==> src/rtl/bse_pkg.sv <==
package bse_pkg;
  typedef enum logic {ST_IDLE, ST_RUN} run_st_t;

  // Distinct non-zero LFSR seed for generator number idx
  function automatic int seed_of(input int idx, input int rnd_w);
    int period;
    period = (1 << rnd_w) - 1;
    return ((idx * 379 + 53) % period) + 1;
  endfunction
endpackage

==> src/rtl/bse_stream.sv <==
module bse_stream #(
  parameter int RND_W = 10,
  parameter logic [RND_W-1:0] TAPS = 10'h240,
  parameter logic [RND_W-1:0] SEED = 10'h001
) (
  input  logic           clk,
  input  logic           rst_n,
  input  logic [RND_W:0] thr,
  output logic           bit_o
);
  logic [RND_W-1:0] lfsr_q, lfsr_n;
  logic             fb;

  always_comb begin
    fb     = ^(lfsr_q & TAPS);
    lfsr_n = {lfsr_q[RND_W-2:0], fb};
  end

  always_ff @(posedge clk or negedge rst_n) begin
    if (!rst_n) lfsr_q <= SEED;
    else        lfsr_q <= lfsr_n;
  end

  // one-probability of the stream is thr / 2^RND_W
  assign bit_o = ({1'b0, lfsr_q} < thr);

  a_r9_lfsr_nonzero: assert property (@(posedge clk) disable iff (!rst_n)
    lfsr_q != '0);
endmodule

==> src/rtl/bse_popcount.sv <==
module bse_popcount #(
  parameter int N  = 6,
  localparam int CW = $clog2(N + 1),
  localparam int LV = $clog2(N),
  localparam int NP = 1 << LV
) (
  input  logic [N-1:0]  bits,
  output logic [CW-1:0] count
);
  for (genvar l = 0; l <= LV; l++) begin : g_lv
    localparam int CNT = NP >> l;
    logic [CW-1:0] s [CNT];
    for (genvar j = 0; j < CNT; j++) begin : g_node
      if (l == 0) begin : g_leaf
        if (j < N) begin : g_used
          assign s[j] = CW'(bits[j]);
        end else begin : g_pad
          assign s[j] = '0;
        end
      end else begin : g_add
        assign s[j] = g_lv[l-1].s[2*j] + g_lv[l-1].s[2*j+1];
      end
    end
  end

  assign count = g_lv[LV].s[0];

  always_comb begin
    a_r9_count_range: assert (count <= CW'(N) || $isunknown(bits));
  end
endmodule

==> src/rtl/bse_window.sv <==
module bse_window
  import bse_pkg::*;
#(
  parameter int RND_W = 10
) (
  input  logic           clk,
  input  logic           rst_n,
  input  logic           start,
  input  logic           bit_in,
  output logic           busy,
  output logic           done,
  output logic [RND_W:0] result
);
  run_st_t          st_q, st_n;
  logic [RND_W-1:0] cyc_q, cyc_n;
  logic [RND_W:0]   acc_q, acc_n, res_q, res_n;
  logic             done_q, done_n;

  always_comb begin
    st_n   = st_q;
    cyc_n  = cyc_q;
    acc_n  = acc_q;
    res_n  = res_q;
    done_n = 1'b0;
    case (st_q)
      ST_IDLE: if (start) begin
        st_n  = ST_RUN;
        cyc_n = '0;
        acc_n = '0;
      end
      default: begin
        acc_n = acc_q + (RND_W+1)'(bit_in);
        cyc_n = cyc_q + 1'b1;
        if (cyc_q == '1) begin
          st_n   = ST_IDLE;
          done_n = 1'b1;
          res_n  = acc_n;
        end
      end
    endcase
  end

  always_ff @(posedge clk or negedge rst_n) begin
    if (!rst_n) begin
      st_q   <= ST_IDLE;
      cyc_q  <= '0;
      acc_q  <= '0;
      res_q  <= '0;
      done_q <= 1'b0;
    end else begin
      st_q   <= st_n;
      cyc_q  <= cyc_n;
      acc_q  <= acc_n;
      res_q  <= res_n;
      done_q <= done_n;
    end
  end

  assign busy   = (st_q == ST_RUN);
  assign done   = done_q;
  assign result = res_q;

  a_r4_done_single: assert property (@(posedge clk) disable iff (!rst_n)
    done |=> !done);
  a_r4_done_idle: assert property (@(posedge clk) disable iff (!rst_n)
    done |-> !busy);
  a_r6_run_kept: assert property (@(posedge clk) disable iff (!rst_n)
    (busy && cyc_q != '1) |=> busy);
  a_r8_result_bound: assert property (@(posedge clk) disable iff (!rst_n)
    done |-> result <= (RND_W+1)'(1 << RND_W));
endmodule

==> src/rtl/bse_bernstein_eval.sv <==
module bse_bernstein_eval
  import bse_pkg::*;
#(
  parameter int DEG   = 6,
  parameter int RND_W = 10,
  parameter logic [RND_W-1:0] TAPS = 10'h240
) (
  input  logic                         clk,
  input  logic                         rst_n,
  input  logic                         start,
  input  logic [RND_W:0]               t_val,
  input  logic [(DEG+1)*(RND_W+1)-1:0] coef_flat,
  input  logic                         inj_en,
  input  logic [RND_W:0]               flip_rate,
  output logic                         done,
  output logic [RND_W:0]               result
);
  localparam int VW = RND_W + 1;
  localparam int CW = $clog2(DEG + 1);

  // reset: asynchronous assert, synchronous release
  logic [1:0] rs_q;
  logic       srst_n;
  always_ff @(posedge clk or negedge rst_n) begin
    if (!rst_n) rs_q <= 2'b00;
    else        rs_q <= {rs_q[0], 1'b1};
  end
  assign srst_n = rs_q[1];

  // capture of operands when a window is accepted
  logic                    busy, cap_en;
  logic [VW-1:0]           t_q, rate_q;
  logic [(DEG+1)*VW-1:0]   coef_q;
  logic                    inj_q;

  assign cap_en = start & ~busy;

  always_ff @(posedge clk or negedge srst_n) begin
    if (!srst_n) begin
      t_q    <= '0;
      rate_q <= '0;
      coef_q <= '0;
      inj_q  <= 1'b0;
    end else if (cap_en) begin
      t_q    <= t_val;
      rate_q <= flip_rate;
      coef_q <= coef_flat;
      inj_q  <= inj_en;
    end
  end

  // stream generators
  logic [DEG-1:0] x_raw, x_flip, x_eff;
  logic [DEG:0]   z_bits;

  for (genvar i = 0; i < DEG; i++) begin : g_t
    bse_stream #(.RND_W(RND_W), .TAPS(TAPS),
                 .SEED(RND_W'(seed_of(i, RND_W)))) u_ts (
      .clk(clk), .rst_n(srst_n), .thr(t_q), .bit_o(x_raw[i]));
    bse_stream #(.RND_W(RND_W), .TAPS(TAPS),
                 .SEED(RND_W'(seed_of(2*DEG + 1 + i, RND_W)))) u_fs (
      .clk(clk), .rst_n(srst_n), .thr(rate_q), .bit_o(x_flip[i]));
    assign x_eff[i] = x_raw[i] ^ (inj_q & x_flip[i]);
  end

  for (genvar k = 0; k <= DEG; k++) begin : g_z
    bse_stream #(.RND_W(RND_W), .TAPS(TAPS),
                 .SEED(RND_W'(seed_of(DEG + k, RND_W)))) u_zs (
      .clk(clk), .rst_n(srst_n), .thr(coef_q[k*VW +: VW]), .bit_o(z_bits[k]));
  end

  // weight count selects the coefficient stream
  logic [CW-1:0] w_cnt;
  logic          y_bit;

  bse_popcount #(.N(DEG)) u_pc (.bits(x_eff), .count(w_cnt));

  always_comb begin
    y_bit = 1'b0;
    for (int k = 0; k <= DEG; k++) begin
      if (w_cnt == CW'(k)) y_bit = z_bits[k];
    end
  end

  bse_window #(.RND_W(RND_W)) u_win (
    .clk(clk), .rst_n(srst_n), .start(start), .bit_in(y_bit),
    .busy(busy), .done(done), .result(result));

  a_r2_zero_t_count: assert property (@(posedge clk) disable iff (!srst_n)
    (!inj_q && t_q == '0) |-> w_cnt == '0);
  a_r3_full_t_count: assert property (@(posedge clk) disable iff (!srst_n)
    (!inj_q && t_q == VW'(1 << RND_W)) |-> w_cnt == CW'(DEG));
  a_r5_hold_in_run: assert property (@(posedge clk) disable iff (!srst_n)
    ($past(busy) && busy) |-> $stable(t_q) && $stable(coef_q));
endmodule

==> config.mk <==
export PLATFORM = sky130hd
export DESIGN_NAME = bse_bernstein_eval
export DESIGN_NICKNAME = d
export VERILOG_FILES = /design/src/rtl/bse_pkg.sv /design/src/rtl/bse_stream.sv /design/src/rtl/bse_popcount.sv /design/src/rtl/bse_window.sv /design/src/rtl/bse_bernstein_eval.sv
export SDC_FILE = /design/constraint.sdc
export NUM_CORES = 1
export LEC_CHECK = 0
export BUFFER_PORTS_ARGS = -buffer_cell sky130_fd_sc_hd__buf_2
export CAP_MARGIN = 5
export CORE_MARGIN = 2
export CORE_UTILIZATION = 36
export CTS_BUF_LIST = sky130_fd_sc_hd__clkbuf_8 sky130_fd_sc_hd__clkbuf_16
export CTS_CLUSTER_DIAMETER = 200
export CTS_CLUSTER_SIZE = 12
export DETAILED_ROUTE_END_ITERATION = 12
export GPL_TIMING_DRIVEN = 0
export PLACE_DENSITY = 0.59
export REMOVE_ABC_BUFFERS = 1
export SLEW_MARGIN = 15
export SYNTH_ARGS = -nofsm -noshare
export SYNTH_HDL_FRONTEND = slang
export SYNTH_SLANG_ARGS = --single-unit
export TNS_END_PERCENT = 20
==> constraint.sdc <==
create_clock -name clk -period 24 [get_ports clk]
set_clock_uncertainty 0.15 [all_clocks]
set_input_delay 2.4 -clock clk [delete_from_list [all_inputs] [get_ports clk]]
set_output_delay 2.4 -clock clk [all_outputs]
set_load 0.03 [all_outputs]
# Yosys cells after proc, flatten, opt, wreduce, memory -nomap -nowiden
# Cells that the tools add are included.
[classes] n_reduce_logical=22 eq_ne=7 n_bitwise=14 n_lt_le_gt_ge=19 mux=16 addsub=7
[ops] operator="$lt 10x11->1" count=19
[ops] operator="$reduce_xor 10->1" count=19
[ops] operator="$mux 11" count=2
[ops] operator="$mux 10" count=2
[ops] operator="$mux 1" count=12
[ops] operator="$add 11x1->11" count=1
[ops] operator="$add 10x1->10 const B" count=1
[ops] operator="$eq 10x10->1 const B" count=1
[ops] operator="$eq 3x3->1 const B" count=3
[ops] operator="$and 1x1->1" count=7
[ops] operator="$add 1x1->2" count=3
[ops] operator="$add 3x3->3" count=2
[ops] operator="$eq 3x2->1 const B" count=2
[ops] operator="$xor 1x1->1" count=6
[ops] operator="$eq 3x1->1 const B" count=1
[ops] operator="$logic_not 3->1" count=1
[ops] operator="$reduce_and 2->1" count=1
[ops] operator="$reduce_bool 2->1" count=1
[ops] operator="$not 1->1" count=1
[totals] elab_cells=114 regBits=326 inputBits=103 out_inout_bits=12

# Logic depth before layout (Yosys ltp)
# Gate-level depths: netlist of the first run.
[depth] word_depth=16 mapped_depth=27 depth_no_buf=27

# By module
# From an unflattened synthesis of the first run, not the netlist that was laid out.
[unflattened] cells_unflattened=1233 area_unflattened_um2=15110.7
[modules_own_cells] module="bse_bernstein_eval" cells_per_inst=232 n_inst=1 area_per_inst_um2=3943.8 seq_area_each_um2=2552.4
[modules_own_cells] module="bse_stream at g_t[0].u_ts ..." cells_per_inst=43 n_inst=5 area_per_inst_um2=490.5 seq_area_each_um2=255.2
[modules_own_cells] module="bse_stream at g_t[1].u_ts ..." cells_per_inst=43 n_inst=4 area_per_inst_um2=491.7 seq_area_each_um2=256.5
[modules_own_cells] module="bse_window" cells_per_inst=172 n_inst=1 area_per_inst_um2=1705.4 seq_area_each_um2=850.8
[modules_own_cells] module="bse_stream at g_t[3].u_fs ..." cells_per_inst=43 n_inst=2 area_per_inst_um2=495.5 seq_area_each_um2=260.2
[modules_own_cells] module="bse_stream at g_t[0].u_fs ..." cells_per_inst=43 n_inst=2 area_per_inst_um2=494.2 seq_area_each_um2=259.0
[modules_own_cells] module="bse_stream at g_t[1].u_fs ..." cells_per_inst=43 n_inst=2 area_per_inst_um2=493.0 seq_area_each_um2=257.7
[modules_own_cells] module="bse_stream at g_t[3].u_ts ..." cells_per_inst=43 n_inst=2 area_per_inst_um2=489.2 seq_area_each_um2=254.0
[modules_own_cells] module="bse_stream at g_z[1].u_zs" cells_per_inst=43 n_inst=1 area_per_inst_um2=493.0 seq_area_each_um2=256.5
[modules_own_cells] module="bse_stream at g_z[2].u_zs" cells_per_inst=43 n_inst=1 area_per_inst_um2=488.0 seq_area_each_um2=252.7
[modules_own_cells] module="bse_popcount" cells_per_inst=12 n_inst=1 area_per_inst_um2=117.6 seq_area_each_um2=0.0

# Worst setup path after synthesis of the first run
# No wires, ideal clock.
[synth_path] kind="register to register" startpoint="register t_q[4]" endpoint="register u_win.acc_q[10]" setup_time_ns=0.123 required_ns=23.727 period_less_slack_ns=4.998 setup_slack_ns=19.002 path_buffers=0 arrival_ns=4.725 stages_incl_launch_ff=25 path_cell_list="dfrtp_1 inv_1 ha_1 a21o_1 a2111oi_0 o21ai_0 o2111ai_1 a21oi_1 xor2_1 ha_1 fa_1 ha_1 nor3_1 o21ai_0 a211o_1 o311a_1 o211ai_1 ha_1 ha_1 nand3_2 nor3_4 and3_4 nor2_1 o21ai_1 o21ai_1"
[synth_between] elab_chain_cells=15 elab_cells_between_ends=33 classes_between="6 x add/sub; 6 x order compare; 6 x eq/ne; 8 x mux; 6 x bitwise; 1 x reduce/logical"
[synth_lines] element="start: declaration" line_no="bse_bernstein_eval.sv:32" text="logic [VW-1:0] t_q, rate_q;"
[synth_lines] element="start signal: assignment" line_no="bse_bernstein_eval.sv:45" text="t_q <= t_val;"
[synth_lines] element="$lt 10x11->1" line_no="bse_stream.sv:25" text="assign bit_o = ({1'b0, lfsr_q} < thr);"
[synth_lines] element="$xor 1x1->1" line_no="bse_bernstein_eval.sv:63" text="assign x_eff[i] = x_raw[i] ^ (inj_q & x_flip[i]);"
[synth_lines] element="$add 1x1->2" line_no="bse_popcount.sv:21" text="assign s[j] = g_lv[l-1].s[2*j] + g_lv[l-1].s[2*j+1];"
[synth_lines] element="$add 3x3->3" line_no="bse_popcount.sv:21"
[synth_lines] element="$add 3x3->3 (*)" line_no="bse_popcount.sv:21"
[synth_lines] element="$logic_not 3->1" line_no="bse_bernstein_eval.sv:81" text="if (w_cnt == CW'(k)) y_bit = z_bits[k];"
[synth_lines] element="$mux 1 (6 in series)" line_no="bse_bernstein_eval.sv:81"
[synth_lines] element="$mux 1 (*)" line_no="bse_bernstein_eval.sv:81"
[synth_lines] element="$add 11x1->11 (*)" line_no="bse_window.sv:32" text="acc_n = acc_q + (RND_W+1)'(bit_in);"
[synth_lines] element="$mux 11 (*)" line_no="bse_window.sv:25" text="case (st_q)"
[synth_lines] element="end signal: assignment" line_no="bse_window.sv:53" text="acc_q <= acc_n;"
[synth_lines] element="end: declaration" line_no="bse_window.sv:16" text="logic [RND_W:0] acc_q, acc_n, res_q, res_n;"
# Every way passes the cells marked *; elsewhere a longest branch is shown, timed or not.
# A chain may end at the register's enable or synchronous reset.

# Worst setup path in the final report of the first run
# Same ends and word-level chain as after synthesis.

==> results of run 1 <==
-- logic make-up after synthesis --
family | count (synthesis) | share of synthesized area
flops | 326 | 0.575
compound gates | 298 | 0.126
simple gates | 274 | 0.0852
fa+ha+maj | 180 | 0.157
buf+inv | 121 | 0.0327
xor+xnor | 37 | 0.0225
other cells | 1 | 0.000260
mux | 1 | 0.000695
-- worst register-to-register path: stages, from the launching register on --
cell and delay (ns):
dfrtp_1 0.36, inv_1 0.29, ha_1 0.33, a21o_1 0.18
a2111oi_0 0.35, o21ai_0 0.18, o2111ai_1 0.14, a21oi_1 0.11
xor2_1 0.18, ha_1 0.24, fa_1 0.48, ha_1 0.43
nor3_1 0.36, o21ai_0 0.15, a211o_1 0.33, o311a_1 0.16
o211ai_1 0.23, ha_1 0.29, ha_1 0.27, nand3_2 0.15
nor3_4 0.29, and3_4 0.23, nor2_1 0.04, o21ai_1 0.12
o21ai_1 0.07
-- worst max path at each step --
stage | endpoint | slack [ns] | cells past startpoint
after CTS | u_win.acc_q[10] | 17.65 | 24
after floorplan | coef_q[0] | 14.26 | 0
after global routing | u_win.acc_q[10] | 17.26 | 26
after global placement | coef_q[39] | 10.31 | 0
final | u_win.acc_q[10] | 17.76 | 24
after detailed placement | u_win.acc_q[10] | 17.68 | 24
-- stage by stage --
stage	std cells	utilization	power [mW]	area, sq um	hold slack (ns)
after floorplan	1208	-	1.03	14300	0.181
after global placement	1847	0.391	1.19	15500	0.188
after detailed placement	1858	0.398	1.20	15800	0.0777
after CTS	1916	0.421	1.66	16700	0.0935
after global routing	1916	0.421	1.76	16700	0.118
final	1918	0.421	1.63	16700	0.0765
-- state kept, by name, indices dropped and copies added, names as in the netlist --
| register | flops |
|---|---|
| t_q | 11 |
| rs_q | 2 |
| g_t.u_fs.lfsr_q | 60 |
| u_win.cyc_q | 10 |
| u_win.result | 11 |
| inj_q | 1 |
| coef_q | 77 |
| u_win.done | 1 |
| g_t.u_ts.lfsr_q | 60 |
| u_win.acc_q | 11 |
| g_z.u_zs.lfsr_q | 70 |
| u_win.busy | 1 |
| rate_q | 11 |
-- metal layers --
metal	up-vias	wire length, um
met2	113	13400
met3	36	1270
met1	4482	14900
met5	-	11
met4	2	472
li1	4575	-
-- where the power goes --
part | switching, mW | total, mW | internal (mW) | leakage (nW)
clock network | 0.212 | 0.445 | 0.233 | 0.526
logic | 0.306 | 0.502 | 0.195 | 3.97
registers | 0.0472 | 0.683 | 0.636 | 3.95
-- placed cells by master (no fill, tap or decap), drive strengths merged, types with 23 or more instances in the layout --
| cell | synthesis | final |
|---|---|---|
| dfrtp | 231 | 231 |
| clkbuf | 15 | 31 |
| a21oi | 45 | 45 |
| nor2 | 23 | 23 |
| inv | 91 | 118 |
| xor2 | 27 | 27 |
| o21ai | 140 | 140 |
| nand2 | 184 | 184 |
| a21o | 23 | 23 |
| buf | 15 | 125 |
| ha | 178 | 178 |
| dfstp | 95 | 95 |
-- layout make-up --
class                      count  area [sq um]  share of cell area
sequential                   326          8280               0.496
multi-input combinational    791          5660               0.340
timing repair buffer         125           843              0.0506
clock buffer                  31           776              0.0465
tap                          525           657              0.0394
inverter                      91           342              0.0205
clock inverter                27           114             0.00683
antenna                        2          5.00            0.000300
==> flow_summary.yaml, run 1 <==
layout:
  area_delta_synth_final_pct: 15.8
  drive_gt1_frac: 0.191
  fill_cells: 3796
  finalNetCount: 1649
place:
  dpl.hpwl_um: 20800
  pre_cts_slack_ns: 17.68
  place.gp.congestion: 0.743
  io_buffers: 114
hold_path:
  min_path_type: "flip-flop to asynchronous set/reset pin"
worst_setup_path:
  endpoint_kind: "flip-flop"
  cp_max_fo: 7
  path_common_cell: "ha_1"
  cp_data_arrival_time_ns: 6.54
  cp_cell_sequence: "inv_1, ha_1, a21o_1, a2111oi_0, o21ai_0, o2111ai_1, a21oi_1, xor2_1, ha_1, fa_1, ha_1, nor3_1, o21ai_0, a211o_1, o311a_1, o211ai_1, ha_1, ha_1, nand3_2, nor3_4, and3_4, nor2_1, o21ai_1, o21ai_1"
  reg2reg_from: "t_q[4]"
  r2r_slack_ns: 17.76
  path_class: "flip-flop to flip-flop"
  r2r_cells: 24
  crit_slowest_cell: "fa_1"
  cp-start-kind: "flip-flop"
  r2r_end: "u_win.acc_q[10]"
  slowest_delay_ns: 0.48
  crit_start: "t_q[4]"
  critical_path.top_delay_family: "adder cells"
  worst-path-buf-inv: 1
  required_ns: 24.30
route:
  first_pass_iters: 4
  drt-total-wl_um: 30100
  post_drt_wl_per_cell_um: 15.7
  ant_nets: 0
  drt-vias-per-instance: 4.80
  drcViolationCount: 0
  drtIter0Drc: 441
  vias: 9208
grt:
  met2_usage: 0.235
  gr-usage-met1: 0.216
  grt_pass1_wl_um: 50400
  use_met3: 0.0255
  antenna_found_initial: 3
  grtUsageTotal: 0.150
  overflow: 0
  grt_pass1_vias: 9560
  top_usage_layer: "met2"
  grt_max_degree: 58
timing:
  tightest_slew_ns: 0.832
  post-route-period-util: 0.260
  relSlewSlack: 0.444
  rsz0062_at_grt: "no"
  fmax_mhz: 160
  finalMaxSlewViolations: 0
  setup_viol: 0
  finalSetupTns_ns: 0
  hold_violations: 0
  fin_ws_ns: 17.76
  period_needed_ns: 6.24
floorplan:
  fp.coreArea_sq_um: 39600
  die-area_sq_um: 41600
  dieWidth_um: 204
  row_count: 73
  start_util: 0.363
  ios: 115
  die_h_um: 204
clock_network:
  h-tree-depth: 1
  cts_tree: "done"
  clockBufferDepth: 3
  path_clk_slew_ns: 0.06
  root_buffer: "clkbuf_16"
  cts_inserted_buffers: 31
  clkLatencyLatePin_ns: 0.57
  cts.sinks: 326
  postCtsSetupRepairBufs: 0
  cts.repair.resized: 0
  hold_buffers: 0
pwr:
  power_density_nw_per_um2: 97.7
  peakVddDrop_uv: 93.4
  leakage_nw: 8.45
synthesis:
  synth.distinct_cells: 50
  syn_avg_cell_area_sq_um: 11.6
  synthFlopType: "dfrtp_1"
  synth_common_cells: "dfrtp_1 (231), nand2_1 (184), ha_1 (178), o21ai_0 (134), dfstp_2 (95)"
  yosysTopAreaCell: "dfrtp_1"
  synth_edf_count: 0
  ys_ff_latch: 326
  yosysWarnings: 0
  synth_area_sq_um: 14400
  async_reset_ff_frac: 1.00
  yosysSeqAreaShare: 0.575
  netlist_instances: 1238
  synth.area.top_cells: "dfrtp_1 (40%), dfstp_2 (17%), ha_1 (15%)"
  synth_top_area_frac: 0.401
  yosysMostFrequentCell: "dfrtp_1"
flow_run:
  cap_violations: 0
run_status:
  status: "finished clean"
No activity file was read; power rests on OpenSTA's default activity.
==> run 2: changes to the inputs <==
Settings changed: PLACE_DENSITY 0.59 to 0.61.
Clock period 24 ns to 5.6 ns, I/O delays scaled along.
==> flow_summary.yaml, run 2 (same netlist as run 1, synthesis figures left out) <==
grt:
  overflow: 0
  antenna_found_initial: 3
  grt_pass1_vias: 9537
  grt_max_degree: 60
  grtUsageTotal: 0.146
  grt_pass1_wl_um: 49500
clock_network:
  cts_tree: "done"
  clkLatencyLatePin_ns: 0.56
  root_buffer: "clkbuf_16"
  cts_inserted_buffers: 31
  cts.sinks: 326
  h-tree-depth: 1
  path_clk_slew_ns: 0.07
  clockBufferDepth: 3
layout:
  reg_top3: "coef_q (77), g_z.u_zs.lfsr_q (70)"
  multi_input_area_sq_um: 5970
  drive_gt1_frac: 0.226
  register_area_sq_um: 8280
  layout.cells.most_common: "dfrtp_1"
  fill_cells: 3784
  area_delta_synth_final_pct: 18.5
  mostFrequentLayoutCells: "dfrtp_1 (230), nand2_1 (182), ha_1 (162)"
  max_flop_register: "coef_q"
  finalNetCount: 1656
  largest_register_ff_count: 77
worst_setup_path:
  slowest_delay_ns: 0.40
  cp_max_fo: 7
  cp-start-kind: "flip-flop"
  endpoint_kind: "flip-flop"
  required_ns: 5.90
  crit_slowest_cell: "o311a_1"
  path_class: "flip-flop to flip-flop"
  worst-path-buf-inv: 5
  critical_path.top_delay_family: "compound AO/OA/AOI/OAI gates"
  cp_data_arrival_time_ns: 5.78
route:
  drtIter0Drc: 355
  ant_nets: 0
  post_drt_wl_per_cell_um: 15.5
  drt-total-wl_um: 29700
  first_pass_iters: 5
  vias: 9255
  drcViolationCount: 0
  drt-vias-per-instance: 4.82
pwr:
  leakage_nw: 8.48
  peakVddDrop_uv: 564
  power_density_nw_per_um2: 431
  power_mw: 7.36
timing:
  hold_violations: 0
  relSlewSlack: 0.457
  post-route-period-util: 0.978
  finalMaxSlewViolations: 0
  rsz0062_at_grt: "yes"
  fin_ws_ns: 0.123
  fmax_mhz: 183
  finalSetupTns_ns: 0
  setup_viol: 0
  period_needed_ns: 5.48
  tightest_slew_ns: 0.813
place:
  io_buffers: 114
  dpl.hpwl_um: 20900
  place.gp.congestion: 0.742
  pre_cts_slack_ns: -0.721
floorplan:
  row_count: 73
  start_util: 0.363
  fp.coreArea_sq_um: 39600
  die_h_um: 204
  ios: 115
  die-area_sq_um: 41600
  dieWidth_um: 204
flow_run:
  cap_violations: 0
run_status:
  status: "finished clean"
hold_path:
  min_path_type: "primary input to flip-flop"
-- run 2: changes by cell type in the layout (fill, tap and decap cells not counted), moves of 5 or more --
cell and change:
a2111oi_2 +5, a2111oi_0 -5, o21ai_1 +9, ha_1 -16
inv_2 +6, ha_4 +12, o21ai_0 -9, inv_1 -9
-- run 2: path summary, 6_finish.rpt --
path / startpoint / endpoint / slack [ns] / depth (start not counted)
max: t_q[4] / u_win.acc_q[10] / 0.12 / 28
min: flip_rate[0] / rate_q[0] / 0.04 / 3
max reg2reg: t_q[4] / u_win.acc_q[10] / 0.12 / 28
min reg2reg: rs_q[1] / u_win.result[8] / 0.18 / 0
max in group asynchronous: rs_q[1] / g_z[3].u_zs.lfsr_q[8] / 3.79 / 3
min in group asynchronous: rst_n / rs_q[1] / 0.15 / 2
-- run 2: layer usage --
layer	part of all wire	routed length [um]	GRT usage	vias up
met5	0.00081	24	0	-
met4	0.020	587	0.0386	4
met3	0.036	1060	0.0233	45
met2	0.45	13400	0.229	101
met1	0.49	14600	0.212	4525
li1	-	-	-	4580
-- run 2: area by class of cell --
cell class / instances / area share
Tap cell: 525 / 0.0385
Inverter: 91 / 0.0205
Timing Repair Buffer: 132 / 0.0539
Multi-Input combinational cell: 791 / 0.350
Clock buffer: 31 / 0.0455
Clock inverter: 25 / 0.00594
Antenna cell: 1 / 0.000147
Sequential cell: 326 / 0.485
-- run 2: through the flow --
step                      hold slack (ns)  utilization  area, sq um  instances
final                              0.0387        0.430        17100       1922
after global placement              0.187        0.391        15500       1847
after CTS                         0.00830        0.424        16800       1917
after global routing               0.0360        0.430        17100       1921
after detailed placement            0.189        0.398        15800       1858
after floorplan                     0.114            -        14300       1208
-- run 2: what timing repair did --
| item | in CTS | in global routing |
|---|---|---|
| endpoints found under the setup margin | 17 | 12 |
| resized for setup | 25 | 42 |
| hold buffers | 1 | 0 |
| gates cloned | 0 | 0 |
| pin swaps | 5 | 30 |
| hold endpoints to repair | 2 | 0 |
| buffers inserted | 2 | 4 |
-- run 2: power breakdown --
part / internal [mW] / leakage [nW] / switching (mW)
Clock: 0.993 / 0.516 / 0.883
Combinational: 1.11 / 4.01 / 1.43
Sequential: 2.73 / 3.95 / 0.217
Total: 4.82 / 8.48 / 2.53
-- run 2: worst reg2reg max path: cells and delay by family, from the launching register on --
family / cells / cell delay [ns]
flip-flops: 1 / 0.37
adder cells (fa/ha/maj): 6 / 1.63
AND/OR/NAND/NOR: 5 / 0.70
AO/OA/AOI/OAI: 10 / 1.74
buffers and inverters: 5 / 0.54
XOR/XNOR: 2 / 0.26
